File: config.mk
export PLATFORM = sky130hd
export DESIGN_NAME = urng_quad_mcg
export DESIGN_NICKNAME = d
export VERILOG_FILES = /design/src/rtl/urng_pkg.sv /design/src/rtl/urng_cfg_bank.sv /design/src/rtl/urng_div_step.sv /design/src/rtl/urng_mulmod_fix.sv /design/src/rtl/urng_frac_term.sv /design/src/rtl/urng_quad_mcg.sv
export SDC_FILE = /design/constraint.sdc
export NUM_CORES = 2
export LEC_CHECK = 0
export ABC_CLOCK_PERIOD_IN_PS = 13700
export BUFFER_PORTS_ARGS = -buffer_cell sky130_fd_sc_hd__buf_2
export CAP_MARGIN = 20
export CORE_MARGIN = 10
export CORE_UTILIZATION = 40
export CTS_CLUSTER_DIAMETER = 60
export DETAILED_ROUTE_END_ITERATION = 10
export GPL_TIMING_DRIVEN = 0
export SETUP_SLACK_MARGIN = 0.02
export SLEW_MARGIN = 25
export SYNTH_ARGS = -nofsm -noshare
export SYNTH_HDL_FRONTEND = slang
export SYNTH_SLANG_ARGS = --single-unit
File: constraint.sdc
create_clock -name clk -period 13.7 [get_ports clk]
set_clock_uncertainty 0.05 [all_clocks]
set_input_delay 2.055 -clock clk [delete_from_list [all_inputs] [get_ports clk]]
set_output_delay 2.055 -clock clk [all_outputs]
set_load 0.005 [all_outputs]
File: src/rtl/urng_pkg.sv
package urng_pkg;
   typedef enum logic [1:0] {
      PH_IDLE = 2'd0,
      PH_DIV  = 2'd1,
      PH_MUL  = 2'd2,
      PH_ACC  = 2'd3
   } urng_phase_e;
endpackage

File: src/rtl/urng_cfg_bank.sv
module urng_cfg_bank #(
   parameter int NCOMP = 4,
   parameter int X_W   = 24,
   parameter int MUL_W = 7,
   parameter int Q_W   = 18,
   parameter int REM_W = 7,
   parameter int RCP_W = 25,
   localparam int IDX_W = (NCOMP > 1) ? $clog2(NCOMP) : 1
) (
   input  logic                       clk,
   input  logic                       rst_n,
   input  logic                       load_en,
   input  logic [IDX_W-1:0]           load_idx,
   input  logic [X_W-1:0]             load_mod,
   input  logic [MUL_W-1:0]           load_mul,
   input  logic [Q_W-1:0]             load_quo,
   input  logic [REM_W-1:0]           load_rem,
   input  logic [RCP_W-1:0]           load_rcp,
   input  logic [X_W-1:0]             load_seed,
   input  logic                       st_wr_en,
   input  logic [IDX_W-1:0]           st_wr_idx,
   input  logic [X_W-1:0]             st_wr_val,
   input  logic [IDX_W-1:0]           rd_idx,
   output logic [X_W-1:0]             rd_mod,
   output logic [MUL_W-1:0]           rd_mul,
   output logic [Q_W-1:0]             rd_quo,
   output logic [REM_W-1:0]           rd_rem,
   output logic [RCP_W-1:0]           rd_rcp,
   output logic [NCOMP-1:0][X_W-1:0]  x_all,
   output logic                       all_ok,
   output logic                       any_err
);
   logic [NCOMP-1:0][X_W-1:0]   mod_v;
   logic [NCOMP-1:0][MUL_W-1:0] mul_v;
   logic [NCOMP-1:0][Q_W-1:0]   quo_v;
   logic [NCOMP-1:0][REM_W-1:0] rem_v;
   logic [NCOMP-1:0][RCP_W-1:0] rcp_v;
   logic [NCOMP-1:0]            ok_v;
   logic [NCOMP-1:0]            bad_v;

   for (genvar k = 0; k < NCOMP; k++) begin : g_comp
      logic [X_W-1:0]   mod_r;
      logic [MUL_W-1:0] mul_r;
      logic [Q_W-1:0]   quo_r;
      logic [REM_W-1:0] rem_r;
      logic [RCP_W-1:0] rcp_r;
      logic [X_W-1:0]   x_r;
      logic             ok_r;
      logic             bad_r;

      always_ff @(posedge clk) begin
         if (!rst_n) begin
            mod_r <= '0;
            mul_r <= '0;
            quo_r <= '0;
            rem_r <= '0;
            rcp_r <= '0;
            x_r   <= '0;
            ok_r  <= 1'b0;
            bad_r <= 1'b0;
         end else if (load_en && load_idx == IDX_W'(k)) begin
            mod_r <= load_mod;
            mul_r <= load_mul;
            quo_r <= load_quo;
            rem_r <= load_rem;
            rcp_r <= load_rcp;
            x_r   <= load_seed;
            ok_r  <= (load_seed != '0);
            bad_r <= (load_seed == '0);
         end else if (st_wr_en && st_wr_idx == IDX_W'(k)) begin
            x_r <= st_wr_val;
         end
      end

      assign mod_v[k] = mod_r;
      assign mul_v[k] = mul_r;
      assign quo_v[k] = quo_r;
      assign rem_v[k] = rem_r;
      assign rcp_v[k] = rcp_r;
      assign x_all[k] = x_r;
      assign ok_v[k]  = ok_r;
      assign bad_v[k] = bad_r;
   end

   assign rd_mod  = mod_v[rd_idx];
   assign rd_mul  = mul_v[rd_idx];
   assign rd_quo  = quo_v[rd_idx];
   assign rd_rem  = rem_v[rd_idx];
   assign rd_rcp  = rcp_v[rd_idx];
   assign all_ok  = &ok_v;
   assign any_err = |bad_v;
endmodule

File: src/rtl/urng_div_step.sv
module urng_div_step #(
   parameter int X_W   = 24,
   parameter int Q_W   = 18,
   parameter int QUO_W = 8,
   localparam int BN_W = $clog2(QUO_W),
   localparam int DW   = ((Q_W + QUO_W) > X_W) ? (Q_W + QUO_W) : X_W
) (
   input  logic [X_W-1:0]   pr,
   input  logic [QUO_W-1:0] quo,
   input  logic [Q_W-1:0]   q,
   input  logic [BN_W-1:0]  bitn,
   output logic [X_W-1:0]   pr_nxt,
   output logic [QUO_W-1:0] quo_nxt
);
   logic [DW-1:0] q_sh;
   logic [DW-1:0] pr_x;

   always_comb begin
      q_sh    = DW'(q) << bitn;
      pr_x    = DW'(pr);
      pr_nxt  = pr;
      quo_nxt = quo;
      if (pr_x >= q_sh) begin
         pr_nxt        = X_W'(pr_x - q_sh);
         quo_nxt[bitn] = 1'b1;
      end
   end
endmodule

File: src/rtl/urng_mulmod_fix.sv
module urng_mulmod_fix #(
   parameter int X_W   = 24,
   parameter int MUL_W = 7,
   parameter int REM_W = 7,
   parameter int QUO_W = 8,
   localparam int P1_W = MUL_W + X_W,
   localparam int P2_W = REM_W + QUO_W,
   localparam int PM_W = (P1_W > P2_W) ? P1_W : P2_W,
   localparam int T_W  = ((PM_W > X_W) ? PM_W : X_W) + 1
) (
   input  logic [X_W-1:0]   rem_x,
   input  logic [QUO_W-1:0] div_x,
   input  logic [MUL_W-1:0] mul,
   input  logic [REM_W-1:0] rem,
   input  logic [X_W-1:0]   modulus,
   output logic [X_W-1:0]   nxt
);
   logic [T_W-1:0] p_hi;
   logic [T_W-1:0] p_lo;
   logic [T_W-1:0] diff;
   logic [T_W-1:0] wrap;

   always_comb begin
      p_hi = T_W'(mul) * T_W'(rem_x);
      p_lo = T_W'(rem) * T_W'(div_x);
      diff = p_hi - p_lo;
      wrap = diff + T_W'(modulus);
      nxt  = diff[T_W-1] ? wrap[X_W-1:0] : diff[X_W-1:0];
   end
endmodule

File: src/rtl/urng_frac_term.sv
module urng_frac_term #(
   parameter int X_W    = 24,
   parameter int RCP_W  = 25,
   parameter int FRAC_W = 24,
   localparam int PR_W  = X_W + RCP_W
) (
   input  logic [X_W-1:0]    x,
   input  logic [RCP_W-1:0]  rcp,
   output logic [FRAC_W-1:0] term
);
   logic [PR_W-1:0] prod;

   assign prod = PR_W'(x) * PR_W'(rcp);
   assign term = prod[X_W +: FRAC_W];
endmodule

File: src/rtl/urng_quad_mcg.sv
module urng_quad_mcg
   import urng_pkg::*;
#(
   parameter int NCOMP  = 4,
   parameter int X_W    = 24,
   parameter int MUL_W  = 7,
   parameter int Q_W    = 18,
   parameter int REM_W  = 7,
   parameter int QUO_W  = 8,
   parameter int RCP_W  = 25,
   parameter int FRAC_W = 24,
   localparam int IDX_W = (NCOMP > 1) ? $clog2(NCOMP) : 1,
   localparam int BN_W  = $clog2(QUO_W)
) (
   input  logic              clk,
   input  logic              rst_n,
   input  logic              cfg_we,
   input  logic [IDX_W-1:0]  cfg_idx,
   input  logic [X_W-1:0]    cfg_mod,
   input  logic [MUL_W-1:0]  cfg_mul,
   input  logic [Q_W-1:0]    cfg_quo,
   input  logic [REM_W-1:0]  cfg_rem,
   input  logic [RCP_W-1:0]  cfg_rcp,
   input  logic [X_W-1:0]    cfg_seed,
   output logic              cfg_err,
   input  logic              start,
   output logic              ready,
   output logic              out_valid,
   output logic [FRAC_W-1:0] out_frac
);
   if (NCOMP < 2 || (NCOMP & (NCOMP - 1)) != 0) begin : g_bad_ncomp
      $error("NCOMP must be a power of two of at least 2");
   end
   if (QUO_W < 2 || (QUO_W & (QUO_W - 1)) != 0) begin : g_bad_quo
      $error("QUO_W must be a power of two of at least 2");
   end
   if (FRAC_W > RCP_W) begin : g_bad_frac
      $error("FRAC_W may not exceed RCP_W");
   end
   if (Q_W + QUO_W <= X_W) begin : g_bad_div
      $error("Q_W + QUO_W must exceed X_W");
   end

   urng_phase_e               phase;
   logic [IDX_W-1:0]          comp_idx;
   logic [BN_W-1:0]           bit_cnt;
   logic [X_W-1:0]            pr;
   logic [X_W-1:0]            pr_nxt;
   logic [QUO_W-1:0]          quo;
   logic [QUO_W-1:0]          quo_nxt;
   logic [X_W-1:0]            xnew_r;
   logic [FRAC_W-1:0]         acc;
   logic [FRAC_W-1:0]         term;
   logic [FRAC_W-1:0]         out_frac_r;
   logic                      out_valid_r;

   logic [X_W-1:0]            rd_mod;
   logic [MUL_W-1:0]          rd_mul;
   logic [Q_W-1:0]            rd_quo;
   logic [REM_W-1:0]          rd_rem;
   logic [RCP_W-1:0]          rd_rcp;
   logic [NCOMP-1:0][X_W-1:0] x_all;
   logic                      all_ok;
   logic                      any_err;

   logic                      idle;
   logic                      accept;
   logic                      last_comp;
   logic                      st_wr_en;
   logic [X_W-1:0]            st_wr_val;
   logic [IDX_W-1:0]          comp_inc;

   assign idle      = (phase == PH_IDLE);
   assign ready     = idle && all_ok && !any_err;
   assign accept    = start && ready;
   assign last_comp = (comp_idx == IDX_W'(NCOMP - 1));
   assign st_wr_en  = (phase == PH_MUL);
   assign comp_inc  = comp_idx + 1'b1;

   urng_cfg_bank #(
      .NCOMP(NCOMP), .X_W(X_W), .MUL_W(MUL_W), .Q_W(Q_W),
      .REM_W(REM_W), .RCP_W(RCP_W)
   ) u_bank (
      .clk       (clk),
      .rst_n     (rst_n),
      .load_en   (cfg_we && idle),
      .load_idx  (cfg_idx),
      .load_mod  (cfg_mod),
      .load_mul  (cfg_mul),
      .load_quo  (cfg_quo),
      .load_rem  (cfg_rem),
      .load_rcp  (cfg_rcp),
      .load_seed (cfg_seed),
      .st_wr_en  (st_wr_en),
      .st_wr_idx (comp_idx),
      .st_wr_val (st_wr_val),
      .rd_idx    (comp_idx),
      .rd_mod    (rd_mod),
      .rd_mul    (rd_mul),
      .rd_quo    (rd_quo),
      .rd_rem    (rd_rem),
      .rd_rcp    (rd_rcp),
      .x_all     (x_all),
      .all_ok    (all_ok),
      .any_err   (any_err)
   );

   urng_div_step #(.X_W(X_W), .Q_W(Q_W), .QUO_W(QUO_W)) u_div (
      .pr      (pr),
      .quo     (quo),
      .q       (rd_quo),
      .bitn    (bit_cnt),
      .pr_nxt  (pr_nxt),
      .quo_nxt (quo_nxt)
   );

   urng_mulmod_fix #(.X_W(X_W), .MUL_W(MUL_W), .REM_W(REM_W), .QUO_W(QUO_W)) u_mm (
      .rem_x   (pr),
      .div_x   (quo),
      .mul     (rd_mul),
      .rem     (rd_rem),
      .modulus (rd_mod),
      .nxt     (st_wr_val)
   );

   urng_frac_term #(.X_W(X_W), .RCP_W(RCP_W), .FRAC_W(FRAC_W)) u_term (
      .x    (xnew_r),
      .rcp  (rd_rcp),
      .term (term)
   );

   always_ff @(posedge clk) begin
      if (!rst_n) begin
         phase       <= PH_IDLE;
         comp_idx    <= '0;
         bit_cnt     <= '0;
         pr          <= '0;
         quo         <= '0;
         xnew_r      <= '0;
         acc         <= '0;
         out_frac_r  <= '0;
         out_valid_r <= 1'b0;
      end else begin
         out_valid_r <= 1'b0;
         case (phase)
            PH_IDLE: begin
               if (accept) begin
                  phase    <= PH_DIV;
                  comp_idx <= '0;
                  pr       <= x_all[0];
                  quo      <= '0;
                  bit_cnt  <= BN_W'(QUO_W - 1);
                  acc      <= '0;
               end
            end
            PH_DIV: begin
               pr  <= pr_nxt;
               quo <= quo_nxt;
               if (bit_cnt == '0) begin
                  phase <= PH_MUL;
               end else begin
                  bit_cnt <= bit_cnt - 1'b1;
               end
            end
            PH_MUL: begin
               xnew_r <= st_wr_val;
               phase  <= PH_ACC;
            end
            PH_ACC: begin
               if (last_comp) begin
                  out_frac_r  <= acc + term;
                  out_valid_r <= 1'b1;
                  comp_idx    <= '0;
                  phase       <= PH_IDLE;
               end else begin
                  acc      <= acc + term;
                  comp_idx <= comp_inc;
                  pr       <= x_all[comp_inc];
                  quo      <= '0;
                  bit_cnt  <= BN_W'(QUO_W - 1);
                  phase    <= PH_DIV;
               end
            end
            default: phase <= PH_IDLE;
         endcase
      end
   end

   assign out_valid = out_valid_r;
   assign out_frac  = out_frac_r;
   assign cfg_err   = any_err;
endmodule

==> summary.md <==
| Metric | Value |
|---|---|
| Worst min path class | `flip-flop to flip-flop` |
| Setup CP Type | `flip-flop to flip-flop` |
| Multi-input gate area | `0.0376 mm2` |
| H-tree levels | `2` |
| Layout net count | `7523` |
| Wire per inst | `23.3 um` |
| Detail Route Antenna Nets | `0` |
| Core Area | `0.131 mm2` |
| Ys flop type | `dfxtp_1` |
| Post-CTS Resized | `0` |
| Layout cells sized above 1 | `0.0639` |
| Final core utilization | `0.440` |
| FILL cells | `13200` |
| Slew Limit Headroom | `0.203` |
| Hold Buf Count CTS | `0` |
| Synth unique cells | `86` |
| DR vias | `45500` |
| Adder-cell share of the synthesized area | `0.342` |
| Syn Inst Count | `6169` |
| Root Driver | `clkbuf_16` |
| Die height | `384 um` |
| Die area | `0.147 mm2` |
| Worst-Skew Late Latency | `660 ps` |
| FFs w/ async S/R, synth | `0` |
| Maximum operating frequency | `0.0790 GHz` |
| Worst hold slack | `403 ps` |
| Tmin final | `12650 ps` |
| First-pass GRT wire length | `288000 um` |
| Drt initial violations | `4203` |
| Gr busiest metal | `met2` |
| EDFF count, synth | `0` |
| Setup violators final | `0` |
| LEAKAGE | `0.0255 uW` |
| # DRC | `0` |
| Largest family of logic cells by synthesized area | `adder cells` |
| Least-Margin Pin Slew | `1200 ps` |
| Starting Density | `0.403` |
| Flops & latches, synth | `540` |
| Post-detail-place hpwl | `153000 um` |
| Synth Area in Compound Gates | `0.116` |
| XOR/XNOR Fraction of Synth Area | `0.0167` |
| Total CTS buffers | `59` |
| Pre-Repair DR Iteration Count | `6` |
| Area Growth Syn to Fin | `9.40%` |
| Cell area after synthesis | `0.0529 mm2` |
| GR met3 Demand/Resource | `0.0442` |
| Status | `finished clean` |
| GRT Total Usage | `0.255` |
| Worst path arrival time | `13070 ps` |
| Worst VDD drop | `0.104 mV` |
| Fin Setup TNS | `0 ps` |
| Pwr dens | `67.5 mW/mm2` |
| Multiplexer share of the synthesized area | `0.0554` |
| Gr ovfl total | `0` |
| FF-to-FF setup slack | `1050 ps` |
| Required @ worst endpoint | `14120 ps` |
| I/O Buffers | `137` |
| CP max stage delay | `710 ps` |
| Net count after synthesis | `7324` |
| Setup bufs post-CTS | `0` |
| Clk slew on worst S/H paths | `70 ps` |
| CP Capture Type | `flip-flop` |
| Critical path launch point type | `flip-flop` |
| Number of global-route vias before repair | `45300` |
| Cell Rows | `133` |
| CP Max Fanout | `10` |
| GRT met1 Usage | `0.344` |
| Clock Path Buffers | `3` |
| Die X | `384 um` |
| Max-Cap Viols | `0` |
| Final max-slew violation count | `0` |
| Met2 Use GR | `0.407` |
| Flip-flop and latch area | `0.0108 mm2` |
| Simple-gate share of the synthesized area | `0.181` |
| Sequential area share after synthesis | `0.204` |
| Slowest stage cell, crit path | `clkbuf_1` |
| RSZ-0062 raised after global routing | `no` |
| Clock sink count | `540` |
| Syn Area/Cell | `8.58 um2` |
| GPL Wtd Cong | `0.959` |
| Period Utilization, post-route | `0.923` |
| Ports | `138` |
| CTS tree | `yes` |
| Initial antenna violation count | `27` |
| Routed WL | `191000 um` |
| Synth warn | `0` |
| DR vias/cell | `5.56` |
| Largest net degree at the start of global routing | `17` |
| Final Hold Fails | `0` |
path summary, 6_finish.rpt:
path                                                 from                                      end  depth (start not counted)
setup reg to reg                 comp_idx[1]$_SDFFE_PN0P_                     acc[23]$_SDFFE_PN0P_                         42
hold / removal    u_bank.g_comp[3].quo_r[13]$_SDFFE_PN0P_  u_bank.g_comp[3].quo_r[13]$_SDFFE_PN0P_                          2
setup / recovery                 comp_idx[1]$_SDFFE_PN0P_                     acc[23]$_SDFFE_PN0P_                         42
hold reg to reg   u_bank.g_comp[3].quo_r[13]$_SDFFE_PN0P_  u_bank.g_comp[3].quo_r[13]$_SDFFE_PN0P_                          2
metrics by stage:
stage / cells / total power, uW / setup WS, ps / instance area, um2
2_1_floorplan: 6169 / 1980 / 3530 / 52900
3_3_place_gp: 8061 / 2210 / 1260 / 55800
3_5_place_dp: 8062 / 2210 / 1270 / 55800
4_1_cts: 8169 / 3890 / 1180 / 57900
5_1_grt: 8175 / 4000 / 550 / 57900
6_report: 8175 / 3910 / 1050 / 57900
layout by cell type, fill, tap and decap left out, drive strengths merged, types with 70 or more instances in the layout:
| cell type | instances |
|---|---|
| o22ai | 78 |
| nand2 | 1278 |
| a21oi | 456 |
| nor2 | 260 |
| mux4 | 103 |
| fa | 668 |
| buf | 188 |
| o21ai | 95 |
| dfxtp | 540 |
| inv | 825 |
| ha | 376 |
| xnor2 | 70 |
| o211ai | 84 |
| and2 | 401 |
| clkbuf | 397 |
synthesized netlist by cell type, types with 26 or more instances:
library cell | count | share of area
nand2_1 | 1278 | 0.091
inv_1 | 820 | 0.058
fa_1 | 668 | 0.25
dfxtp_1 | 540 | 0.20
a21oi_1 | 456 | 0.043
and2_1 | 401 | 0.047
ha_1 | 376 | 0.089
clkbuf_1 | 312 | 0.022
nor2_1 | 260 | 0.018
mux4_2 | 103 | 0.044
o21ai_0 | 88 | 0.0083
o211ai_1 | 84 | 0.012
o22ai_1 | 78 | 0.0092
xnor2_1 | 68 | 0.011
a21o_1 | 54 | 0.0077
nand3_1 | 41 | 0.0039
a22oi_1 | 38 | 0.0054
nor3_1 | 37 | 0.0035
nand4_1 | 36 | 0.0043
a31oi_1 | 31 | 0.0037
buf_1 | 30 | 0.0021
xor2_1 | 28 | 0.0046
mux2i_1 | 26 | 0.0049
critical path, delay by kind of cell, from the launching register on:
kind            cells  cell delay (ps)
fa+ha+maj           9             4150
compound gates     12             2630
buf+inv            11             2380
simple gates        6             1270
mux                 2             1000
flops               1              450
xor+xnor            2              430
sequential cells by signal, indices dropped and copies added (netlist names):
name / cells
u_bank.g_comp.mul_r: 28
u_bank.g_comp.ok_r: 4
comp_idx: 2
out_frac: 24
u_bank.g_comp.quo_r: 72
u_bank.g_comp.mod_r: 96
u_bank.g_comp.bad_r: 4
out_valid: 1
bit_cnt: 3
quo: 8
u_bank.g_comp.rem_r: 28
xnew_r: 24
u_bank.g_comp.x_r: 96
pr: 24
u_bank.g_comp.rcp_r: 100
acc: 24
phase: 2
area by class of cell:
cell class	instances	area share
Timing Repair Buffer	138	0.0121
Tap cell	1755	0.0379
Clock buffer	83	0.0290
Multi-Input combinational cell	4443	0.650
Antenna cell	6	0.000259
Clock inverter	24	0.00646
Inverter	822	0.0533
Sequential cell	540	0.187
Buffer	364	0.0246
cell families (layout without fill, tap and decap cells):
| group | count (synthesis) | after routing |
|---|---|---|
| AOI/OAI and AO/OA | 993 | 993 |
| buffers and inverters | 1186 | 1431 |
| and+or+nand+nor | 2154 | 2154 |
| xor gates and xnor gates | 98 | 98 |
| other | 0 | 6 |
| DFF | 540 | 540 |
| muxes | 154 | 154 |
| adders and majority gates | 1044 | 1044 |
metal layers:
metal	wire [um]	part of all wire
met5	168	0.00088
met4	8410	0.044
met3	16400	0.086
met1	79700	0.42
met2	86100	0.45
report_power, final:
| group | internal (uW) | switching (uW) | total [uW] |
|---|---|---|---|
| clock network | 992 | 715 | 1710 |
| logic | 168 | 393 | 561 |
| registers | 1610 | 24.2 | 1640 |
(Power assumes the default switching activity.)
